**src/rtl/lsm_seq.sv**
```systemverilog
module lsm_seq #(
  parameter int DW    = 32,
  parameter int AW    = 32,
  parameter int DISPW = 16,
  parameter int RW    = 5
) (
  input  logic          clk,
  input  logic          rst_n,
  input  logic          start_i,
  input  logic          is_load_i,
  input  logic [RW-1:0] first_reg_i,
  input  logic [RW-1:0] base_reg_i,
  input  logic [AW-1:0] base_val_i,
  input  logic [DISPW-1:0] disp_i,
  output logic [AW-1:0] mem_addr_o,
  output logic [DW-1:0] mem_wdata_o,
  output logic          mem_we_o,
  input  logic [DW-1:0] mem_rdata_i,
  output logic [RW-1:0] rf_raddr_o,
  input  logic [DW-1:0] rf_rdata_i,
  output logic [RW-1:0] rf_waddr_o,
  output logic [DW-1:0] rf_wdata_o,
  output logic          rf_we_o,
  output logic          busy_o,
  output logic          done_o,
  output logic          err_o
);

  localparam logic [RW-1:0] LAST_REG = {RW{1'b1}};
  localparam logic [AW-1:0] STEP     = AW'(DW / 8);

  logic          busy_q, done_q, err_q, load_q;
  logic [RW-1:0] cur_q;
  logic [AW-1:0] addr_q;

  wire [AW-1:0] base_eff = (base_reg_i == '0) ? '0 : base_val_i;
  wire [AW-1:0] disp_ext = {{(AW-DISPW){disp_i[DISPW-1]}}, disp_i};
  wire [AW-1:0] ea       = base_eff + disp_ext;
  wire          misalign = |ea[1:0];
  wire          overlap  = is_load_i && (first_reg_i <= base_reg_i);

  always_ff @(posedge clk or negedge rst_n) begin
    if (!rst_n) begin
      busy_q <= 1'b0;
      done_q <= 1'b0;
      err_q  <= 1'b0;
      load_q <= 1'b0;
      cur_q  <= '0;
      addr_q <= '0;
    end else begin
      done_q <= 1'b0;
      err_q  <= 1'b0;
      if (busy_q) begin
        if (cur_q == LAST_REG) begin
          busy_q <= 1'b0;
          done_q <= 1'b1;
        end else begin
          cur_q  <= cur_q + 1'b1;
          addr_q <= addr_q + STEP;
        end
      end else if (start_i) begin
        if (misalign || overlap) begin
          err_q <= 1'b1;
        end else begin
          busy_q <= 1'b1;
          load_q <= is_load_i;
          cur_q  <= first_reg_i;
          addr_q <= ea;
        end
      end
    end
  end

  assign mem_addr_o  = addr_q;
  assign mem_wdata_o = rf_rdata_i;
  assign mem_we_o    = busy_q & ~load_q;
  assign rf_raddr_o  = cur_q;
  assign rf_waddr_o  = cur_q;
  assign rf_wdata_o  = mem_rdata_i;
  assign rf_we_o     = busy_q & load_q;
  assign busy_o      = busy_q;
  assign done_o      = done_q;
  assign err_o       = err_q;

  p_addr_step_r3: assert property (@(posedge clk) disable iff (!rst_n)
    busy_o && $past(busy_o) |-> mem_addr_o == $past(mem_addr_o) + STEP);

  p_reg_step_r2: assert property (@(posedge clk) disable iff (!rst_n)
    busy_o && $past(busy_o) |-> rf_raddr_o == $past(rf_raddr_o) + 1'b1);

  p_aligned_r4: assert property (@(posedge clk) disable iff (!rst_n)
    busy_o |-> mem_addr_o[1:0] == 2'b00);

  p_err_quiet_r5: assert property (@(posedge clk) disable iff (!rst_n)
    err_o |-> !busy_o && !mem_we_o && !rf_we_o);

  p_done_after_last_r8: assert property (@(posedge clk) disable iff (!rst_n)
    busy_o && rf_raddr_o == LAST_REG |=> done_o && !busy_o);

  p_done_pulse_r8: assert property (@(posedge clk) disable iff (!rst_n)
    done_o |=> !done_o);

  p_one_direction_r7: assert property (@(posedge clk) disable iff (!rst_n)
    !(mem_we_o && rf_we_o));

endmodule

```
**config.mk**
```make
export PLATFORM = sky130hd
export DESIGN_NAME = lsm_seq
export DESIGN_NICKNAME = d
export VERILOG_FILES = /design/src/rtl/lsm_seq.sv
export SDC_FILE = /design/constraint.sdc
export NUM_CORES = 1
export LEC_CHECK = 0
export BUFFER_PORTS_ARGS = -buffer_cell sky130_fd_sc_hd__buf_2
export CAP_MARGIN = 25
export CORE_AREA = 2 2 104 106
export CTS_CLUSTER_SIZE = 28
export DETAILED_ROUTE_END_ITERATION = 6
export DIE_AREA = 0 0 106 108
export PLACE_DENSITY = 0.88
export SYNTH_ARGS = -nofsm -noshare
export SYNTH_HDL_FRONTEND = slang
export SYNTH_SLANG_ARGS = --single-unit
```
**constraint.sdc**
```tcl
create_clock -name clk -period 2.69 [get_ports clk]
set_input_delay 0.269 -clock clk [delete_from_list [all_inputs] [get_ports clk]]
set_output_delay 0.269 -clock clk [all_outputs]
set_load 0.03 [all_outputs]
```
; ---- Word-level counts from Yosys, hierarchy flattened
; Cells that the tools add are included.
[totals]
inputBits = 126
regBits = 41
word_cells = 43
[classes]
bitwise = 5
n_reduce_logical = 7
n_eq_ne = 3
n_mux = 18
magnitude_cmp = 1
n_addsub = 3
[op_table]
columns = op, count
row1 = $mux 32, 5
row2 = $add 32x3->32 const B, 1
row3 = $add 32x32->32, 1
row4 = $mux 5, 4
row5 = $mux 1, 9
row6 = $reduce_and 3->1, 2
row7 = $add 5x1->5 const B, 1
row8 = $eq 5x5->1 const B, 1
row9 = $le 5x5->1, 1
row10 = $logic_not 5->1, 1
row11 = $ne 2x2->1 const B, 2
row12 = $not 1->1, 3
row13 = $and 1x1->1, 2
row14 = $reduce_bool 2->1, 1
row15 = $reduce_or 2->1, 1
row16 = $logic_and 1x1->1, 1
row17 = $logic_or 1x1->1, 1

; ---- Longest topological paths before layout
; Gate-level depths: netlist of run 1.
[depth]
ltp_word = 8
mapped_depth = 18
mapped_depth_nobuf = 16

; ---- Worst setup path before layout of run 1
; No wires, ideal clock.
[synth_timing]
path_kind = input -> register
from = input port base_reg_i[4]
to = register addr_q[10] (netlist: mem_addr_o[10])
path_slack_ns = -0.482
path_buffers = 4
cell_stages = 16
arrival_time_ns = 3.096
setup_time_ns = 0.077
cell_sequence = inv_1 > nand4_1 > nor2_1 > clkbuf_1 > nor2b_1 > ha_1 > inv_1 > fa_1 > nor2b_1 > a32oi_1 > and2_1 > clkbuf_1 > clkbuf_1 > buf_1 > a22oi_1 > o21ai_1
[synth_between]
elab_chain_len = 7
word_cells_on_any_way = 12
classes_between = add/sub (1) / order compare (1) / eq/ne (1) / mux (4) / reduce/logical (5)
[synth_rtl]
columns = item, line_no
row1 = start: declaration, 12  ; input logic [RW-1:0] base_reg_i,
row2 = $logic_not 5->1, 36  ; wire [AW-1:0] base_eff = (base_reg_i == '0) ? '0 : base_val_i;
row3 = $mux 32, 36
row4 = $add 32x32->32, 38  ; wire [AW-1:0] ea = base_eff + disp_ext;
row5 = $reduce_or 2->1, 39  ; wire misalign = |ea[1:0];
row6 = $logic_or 1x1->1, 62  ; if (misalign || overlap) begin
row7 = $ne 2x2->1 (no line), --
row8 = $reduce_and 3->1 (no line), --
row9 = end signal: assignment, 59  ; addr_q <= addr_q + STEP;
row10 = end: declaration, 34  ; logic [AW-1:0] addr_q;
; Several ways; a longest one is shown, not always the timed one. The select of a mux whose other input is x is not followed.
; A chain may end at the register's enable or synchronous reset.

; ---- Worst setup path in the final report of run 1
[layout_timing]
from = input port base_reg_i[4]
to = register addr_q[30] (netlist: mem_addr_o[30])
; Same word-level chain as after synthesis.

==> run metrics, run 1 <==
Hold Slack=around 260 ps; Levels on crit path=18; FF-to-FF Start=mem_addr_o[2]; placed cell areas=0.005872 sq mm; sequential area share after synthesis=approximately a fifth; commonest non-fill, non-tap cell in the layout=buf_4; Final #Nets=about 960; Total GRT Usage=25.47%; ys async rst share=between 90% and 100%; Routed Antenna Nets=0; Worst path slowest cell=ha_1; Synth Warn #=0; skew final=15.52 ps; # Max-Cap Violations=0; Clock Latency Late Sink=310 ps; WL final=17,950 um; initial drt markers=approximately 590; H-tree depth=2; cell area after layout=just under 0.007 sq mm; post-synth cell types=64; Power Dens Cells=between 700 and 800 mW/mm^2; Tmin final=between 2000 and 3000 ps; HP Class=input port to flip-flop; Cell Area, Synth=just under 0.005 sq mm; routed wire length on met3=1560 um; Wirelength per Cell=between 15 and 20 um; worst path required time=between 2000 and 3000 ps; Max Slew Vio Count=0; Top FF cell, synth=dfrtp_1; DRC violations left=0; RSZ-0062 raised after global routing=true; final hold viol count=0; deepest clock path buffer count=2; vias post-DR=slightly below 6,000; Reg2Reg Setup Slack=40 ps; GP Congestion=roughly 0.99; CP bufs+invs=6; global-route wire length before repair=approximately 24,000 um; Yosys reg bits=41; Antenna Cells=0; achievable frequency=about 350 MHz; fraction of layout cells with a size suffix above 1=about 46%; Worst-Margin Slew=slightly above 500 ps; chip width=around 110 um; Slew HR=approximately two thirds; GR Overflow Total=0; Starting Density=a little under half; worst path cell trace=buf_6 -> inv_4 -> nand4_1 -> nor2_4 -> buf_12 -> buf_12 -> buf_4 -> nor2b_1 -> ha_1 -> buf_4 -> a21oi_4 -> o21bai_2 -> a21oi_2 -> o21ai_1 -> nor3_1 -> o21ai_1 -> and4_1 -> nor3_2; clock sink count=approximately 40; kind of critical path=input port to flip-flop; end of the critical path=mem_addr_o[30]; Setup crit start=base_reg_i[4]; FF-to-FF path depth=9; Post-synth EDFFs=0; die area=0.01145 sq mm; CP max stage delay=between 200 and 300 ps; vias per cell=roughly 6.2; PnR Total Power=between 5 and 6 mW; Leakage=around 3.2 nW; peak supply drop=around 0.65 mV; Mapped Cells=about 640; Post-Syn Nets=around 800; initial antenna violation count=0; CTS tree=built; failing checks=setup timing; TritonRoute pass-1 iters=5; Placeable Area=around 0.010 sq mm; clock-pin slew on the worst setup and hold paths=90 ps; HPWL Detailed=10,830 um; most frequent cells in the layout=114 x buf_4, 104 x buf_2, 46 x nand2_1; Final setup violation count=27; Final period util=106.7%; Avg Inst Size Synth=between 7 and 8 sq um; Row Count=37; Fillers=approximately 770; WP data arrival=3100 ps; top sig layer=met4; critical path peak fanout=8; DRT met1 WL=between 6000 and 7000 um; CTS root buffer=clkbuf_8; CP top delay family=simple AND/OR/NAND/NOR gates; I/O pin total=between 200 and 250; vias in the first global route=between 5,000 and 6,000; TNS Setup=-2150 ps; CTS buffer count=5; critical path endpoint category=flip-flop; Synth-to-Final Area Change=42.28%; startpoint types=input port; fin worst setup slack=-179.1 ps; largest net degree at the start of global routing=42; die height=between 100 and 150 um; met2 WL=8913 um; Port Buffer Count=between 100 and 150; outcome=complete, but fails checks; R2R Path End=mem_addr_o[22]
==> layout make-up <==
| cell class | count | area, sq um | area share (%) |
|---|---|---|---|
| multi-input combinational | 480 | 3761 | 54.04 |
| timing repair buffer | 244 | 1788 | 25.69 |
| tap | 136 | 170.2 | 2.445 |
| clock inverter | 1 | 30.03 | 0.4314 |
| clock buffer | 7 | 86.33 | 1.240 |
| inverter | 21 | 98.84 | 1.420 |
| sequential | 41 | 1026 | 14.74 |
==> synth_stat cells, drive strengths merged, types with 3 or more instances <==
library cell,n,area share [%]
o21a,4,0.61
nor2b,36,4.6
o21ai,42,4.3
a21oi,48,4.9
a211oi,4,0.61
a221oi,4,0.72
a2111oi,3,0.54
nand4,11,1.4
o21bai,6,0.92
nand3,15,1.5
or3,4,0.51
mux2,3,0.69
a31oi,5,0.64
buf,72,11
and2,6,0.77
inv,20,1.5
nand2b,4,0.51
a22oi,7,1.1
or4,4,0.61
and3,10,1.3
o221ai,6,1.1
xnor2,22,3.9
a21o,16,2.5
ha,39,10
o22ai,5,0.64
o211ai,4,0.72
o221a,3,0.69
nand2,51,3.9
clkbuf,22,1.7
a221o,5,1.0
dfrtp,41,21
nor2,51,3.9
and4,3,0.54
nor3,18,2.0
mux2i,9,1.8
o31ai,4,0.61
xor2,7,1.3
o31a,4,0.72
==> kinds of logic (layout without fill, tap and decap cells) <==
| kind of cell | Yosys count | count (layout) | share of synthesized area (%) |
|---|---|---|---|
| xor gates and xnor gates | 29 | 29 | 5.192 |
| adders and majority gates | 40 | 40 | 10.38 |
| and+or+nand+nor | 220 | 221 | 22.89 |
| DFF | 41 | 41 | 20.97 |
| buffers and inverters | 115 | 273 | 14.14 |
| muxes | 12 | 12 | 2.532 |
| AOI/OAI and AO/OA | 178 | 178 | 23.89 |
==> worst min-delay path by stage <==
stage                   start       endpoint  slack, ps  depth (start not counted)
6_report       first_reg_i[4]  rf_raddr_o[4]        260                          3
5_1_grt        first_reg_i[2]  rf_raddr_o[2]        280                          2
4_1_cts                 rst_n  rf_raddr_o[4]        130                          1
3_5_place_dp            rst_n  mem_addr_o[0]        470                          1
3_3_place_gp            rst_n  mem_addr_o[0]        460                          1
2_1_floorplan           rst_n         busy_o        -30                          0
==> per-stage QoR <==
step / setup WS [ps] / std cells / util (%)
2_1_floorplan: -156.4 / 635 / -
3_3_place_gp: -423.7 / 885 / 57.39
3_5_place_dp: -479.3 / 885 / 57.39
4_1_cts: -56.51 / 903 / 60.98
5_1_grt: -278.7 / 930 / 68.03
6_report: -179.1 / 930 / 68.03
==> repair_timing <==
item | CTS | global route
endpoints found under the setup margin | 26 | 32
cloned | 2 | 2
buffers inserted | 9 | 25
gates resized for setup | 33 | 110
hold endpoints to repair | 0 | 3
pin swaps | 27 | 57
hold buffers | 0 | 1
==> state kept, by name (all words and copies together) (netlist names) <==
signal	cells
rf_raddr_o	5
load_q	1
done_o	1
busy_o	1
err_o	1
mem_addr_o	32
==> metal layers <==
layer / vias up / track usage, %
li1: 2546 / -
met2: 390 / 44.75
met5: - / 0
met4: 0 / 10.90
met3: 89 / 5.726
met1: 2752 / 29.99
==> worst register-to-register path: stages (launching register included) <==
cell and delay (ps):
dfrtp_1 470, ha_1 240, nand2_1 80, or3_1 480, nor3_2 430, buf_4 220
nand4_1 200, nor3_4 260, a21oi_2 70, o221ai_2 130
==> where the power goes <==
part           internal (mW)  switching, mW  leakage, nW
logic                   1.57           2.16         2.64
registers              0.864          0.422        0.500
clock network          0.303          0.240       0.0585
total                   2.74           2.82         3.20
No activity file was read; power rests on OpenSTA's default activity.
==> inputs of run 2 (changes only) <==
Settings changed: CTS_BUF_LIST set to sky130_fd_sc_hd__clkbuf_16.
==> run metrics, run 2 (synthesis results as in run 1) <==
I/O pin total=237 (unchanged); Worst-Margin Slew=473.1 ps (was 505.7 ps); deepest clock path buffer count=2 (unchanged); Sw Ratio=49.99% (was 50.70%); failing checks=setup timing (unchanged); most used cell, CP=nand4_1; initial antenna violation count=0 (unchanged); Tmin final=2894 ps (was 2869 ps); hold path cells=3 (unchanged); WP data arrival=3070 ps (was 3100 ps); worst path cell trace=buf_6 -> inv_4 -> nand4_1 -> nor2_4 -> buf_12 -> nor2b_1 -> ha_1 -> nor2_2 -> nor4_2 -> nand4_1 -> o211a_1 -> o31a_1 -> o41ai_2 -> xnor2_1 -> o21ai_1 (was buf_6 -> inv_4 -> nand4_1 -> nor2_4 -> buf_12 -> buf_12 -> buf_4 -> nor2b_1 -> ha_1 -> buf_4 -> a21oi_4 -> o21bai_2 -> a21oi_2 -> o21ai_1 -> nor3_1 -> o21ai_1 -> and4_1 -> nor3_2); CTS tree=built (unchanged); Final setup violation count=29 (was 27); TNS Setup=-2358 ps (was -2150 ps); CP max stage delay=370 ps (was 290 ps); critical path endpoint category=flip-flop (unchanged); Starting Density=47.82% (unchanged); Leakage=3.239 nW (was 3.198 nW); largest net degree at the start of global routing=42 (unchanged); GR Overflow Total=0 (unchanged); vias post-DR=5,833 (was 5,777); vias in the first global route=5,224 (was 5,132); max reg flops=32 (unchanged); outcome=complete, but fails checks (unchanged); fin worst setup slack=-203.8 ps (was -179.1 ps); Logic pwr share=65.8% (was 67.1%); Routed Antenna Nets=0 (unchanged); Internal Power=2.899 mW (was 2.742 mW); PnR Total Power=5.797 mW (was 5.561 mW); startpoint types=input port (unchanged); cell area after layout=0.007019 sq mm (was 0.006960 sq mm); HPWL Detailed=10,830 um (unchanged); CTS buffer count=5 (unchanged); global-route wire length before repair=23,930 um (was 23,860 um); Post-Place Worst Slack=-479.3 ps (unchanged); skew final=7.632 ps (was 15.52 ps); peak supply drop=0.6906 mV (was 0.6466 mV); Wirelength per Cell=19.61 um (was 19.30 um); FF-to-FF path depth=8 (was 9); kind of critical path=input port to flip-flop (unchanged); DRC violations left=0 (unchanged); critical path peak fanout=5 (was 8); Final #Nets=956 (was 959); worst path required time=2860 ps (was 2920 ps); WL final=18,180 um (was 17,950 um); RSZ-0062 raised after global routing=true (unchanged); final hold viol count=0 (unchanged); Hold Slack=281.4 ps (was 264.7 ps); Seq pwr share=22.2% (was 23.1%); Row Count=37 (unchanged); fraction of layout cells with a size suffix above 1=45.01% (was 45.72%); Worst path slowest cell=nor4_2 (was ha_1); die area=0.01145 sq mm (unchanged); Antenna Cells=0 (unchanged); Reg2Reg Setup Slack=-100 ps (was 40 ps); H-tree depth=2 (unchanged); # Max-Cap Violations=0 (unchanged); TritonRoute pass-1 iters=7 (was 5); FF-to-FF Start=mem_addr_o[2] (unchanged); Power Dens Cells=825.8 mW/mm^2 (was 799.0 mW/mm^2); die height=108 um (unchanged); chip width=106 um (unchanged); Max Slew Vio Count=0 (unchanged); NetSw=2.898 mW (was 2.820 mW); CTS root buffer=clkbuf_16 (was clkbuf_8); R2R Path End=mem_addr_o[22] (unchanged); Final period util=107.6% (was 106.7%); GP Congestion=0.9931 (unchanged); placed cell areas=0.005872 sq mm (unchanged); Slew HR=68.29% (was 66.10%); Total GRT Usage=25.37% (was 25.47%); HP Class=input port to flip-flop (unchanged); clock-pin slew on the worst setup and hold paths=70 ps (was 90 ps); Synth-to-Final Area Change=43.48% (was 42.28%); most frequent cells in the layout=106 x buf_4, 104 x buf_2, 45 x nand2_1 (was 114 x buf_4, 104 x buf_2, 46 x nand2_1); initial drt markers=552 (was 587); Hold Startpoint=first_reg_i[4] (unchanged); vias per cell=6.292 (was 6.212); Clock Latency Late Sink=290 ps (was 310 ps); commonest non-fill, non-tap cell in the layout=buf_4 (unchanged); Port Buffer Count=108 (unchanged); Worst Hold Endpoint=rf_raddr_o[4] (unchanged); achievable frequency=345.6 MHz (was 348.5 MHz); clock sink count=41 (unchanged); Placeable Area=0.01023 sq mm (unchanged); Clk pwr share=12.0% (was 9.8%)
## run 2: cell types whose count changed in the layout (fill, tap and decap cells not counted), sizes merged
cell    change
clkinv      +1
buf         -4
clkbuf      -1
inv         +1
## run 2: stage by stage
stage               instances  utilization, %
floorplan                 635               -
CTS                       904           61.43
finish                    927           68.61
global placement          885           57.39
detailed placement        885           57.39
global route              927           68.61
## run 2: timing repair
action	4_1_cts	5_1_grt
gates cloned	1	3
setup buffers	10	20
pin swaps	26	58
endpoints found under the hold margin	0	7
hold buffers	0	1
setup endpoints to repair	27	33
gates resized for setup	33	112
## run 2: cell type report
type                            instances  area [sq um]
Multi-Input combinational cell        480          3774
Fill cell                             728          3212
Timing Repair Buffer                  241          1785
Sequential cell                        41          1026
Tap cell                              136         170.2
Clock buffer                            5         125.1
Inverter                               21         101.3
Clock inverter                          3         37.54
## run 2: per-layer routing
metal  GRT usage (%)  routed length [um]  vias up
met5               0                   0        -
met3           6.028                1747      111
met4           10.90                1063        0
met1           29.12                6497     2752
li1                -                   -     2553
met2           45.25                8868      417
## run 2: worst max-delay path, delay by kind of cell
kind,cells,cell delay [ps]
XOR/XNOR,1,210
buffers and inverters,3,290
adder cells (fa/ha/maj),1,350
AO/OA/AOI/OAI,4,870
AND/OR/NAND/NOR,6,1060
## run 2: worst max path at each step
stage             startpoint              to  cells past startpoint
2_1_floorplan  base_reg_i[1]  mem_addr_o[25]                     17
3_3_place_gp   base_reg_i[1]  mem_addr_o[29]                     19
3_5_place_dp   base_reg_i[1]  mem_addr_o[30]                     18
4_1_cts        base_reg_i[3]  mem_addr_o[29]                     15
5_1_grt        base_reg_i[1]  mem_addr_o[25]                     16
6_report       base_reg_i[4]  mem_addr_o[25]                     15
## run 2: power by group through the flow
stage               combinational, mW  sequential (mW)  clock, mW
floorplan                        1.71             1.60          0
global placement                 2.83             1.20          0
detailed placement               2.91             1.21          0
CTS                              3.03             1.21      0.678
global route                     4.02             1.31      0.718
finish                           3.81             1.29      0.695
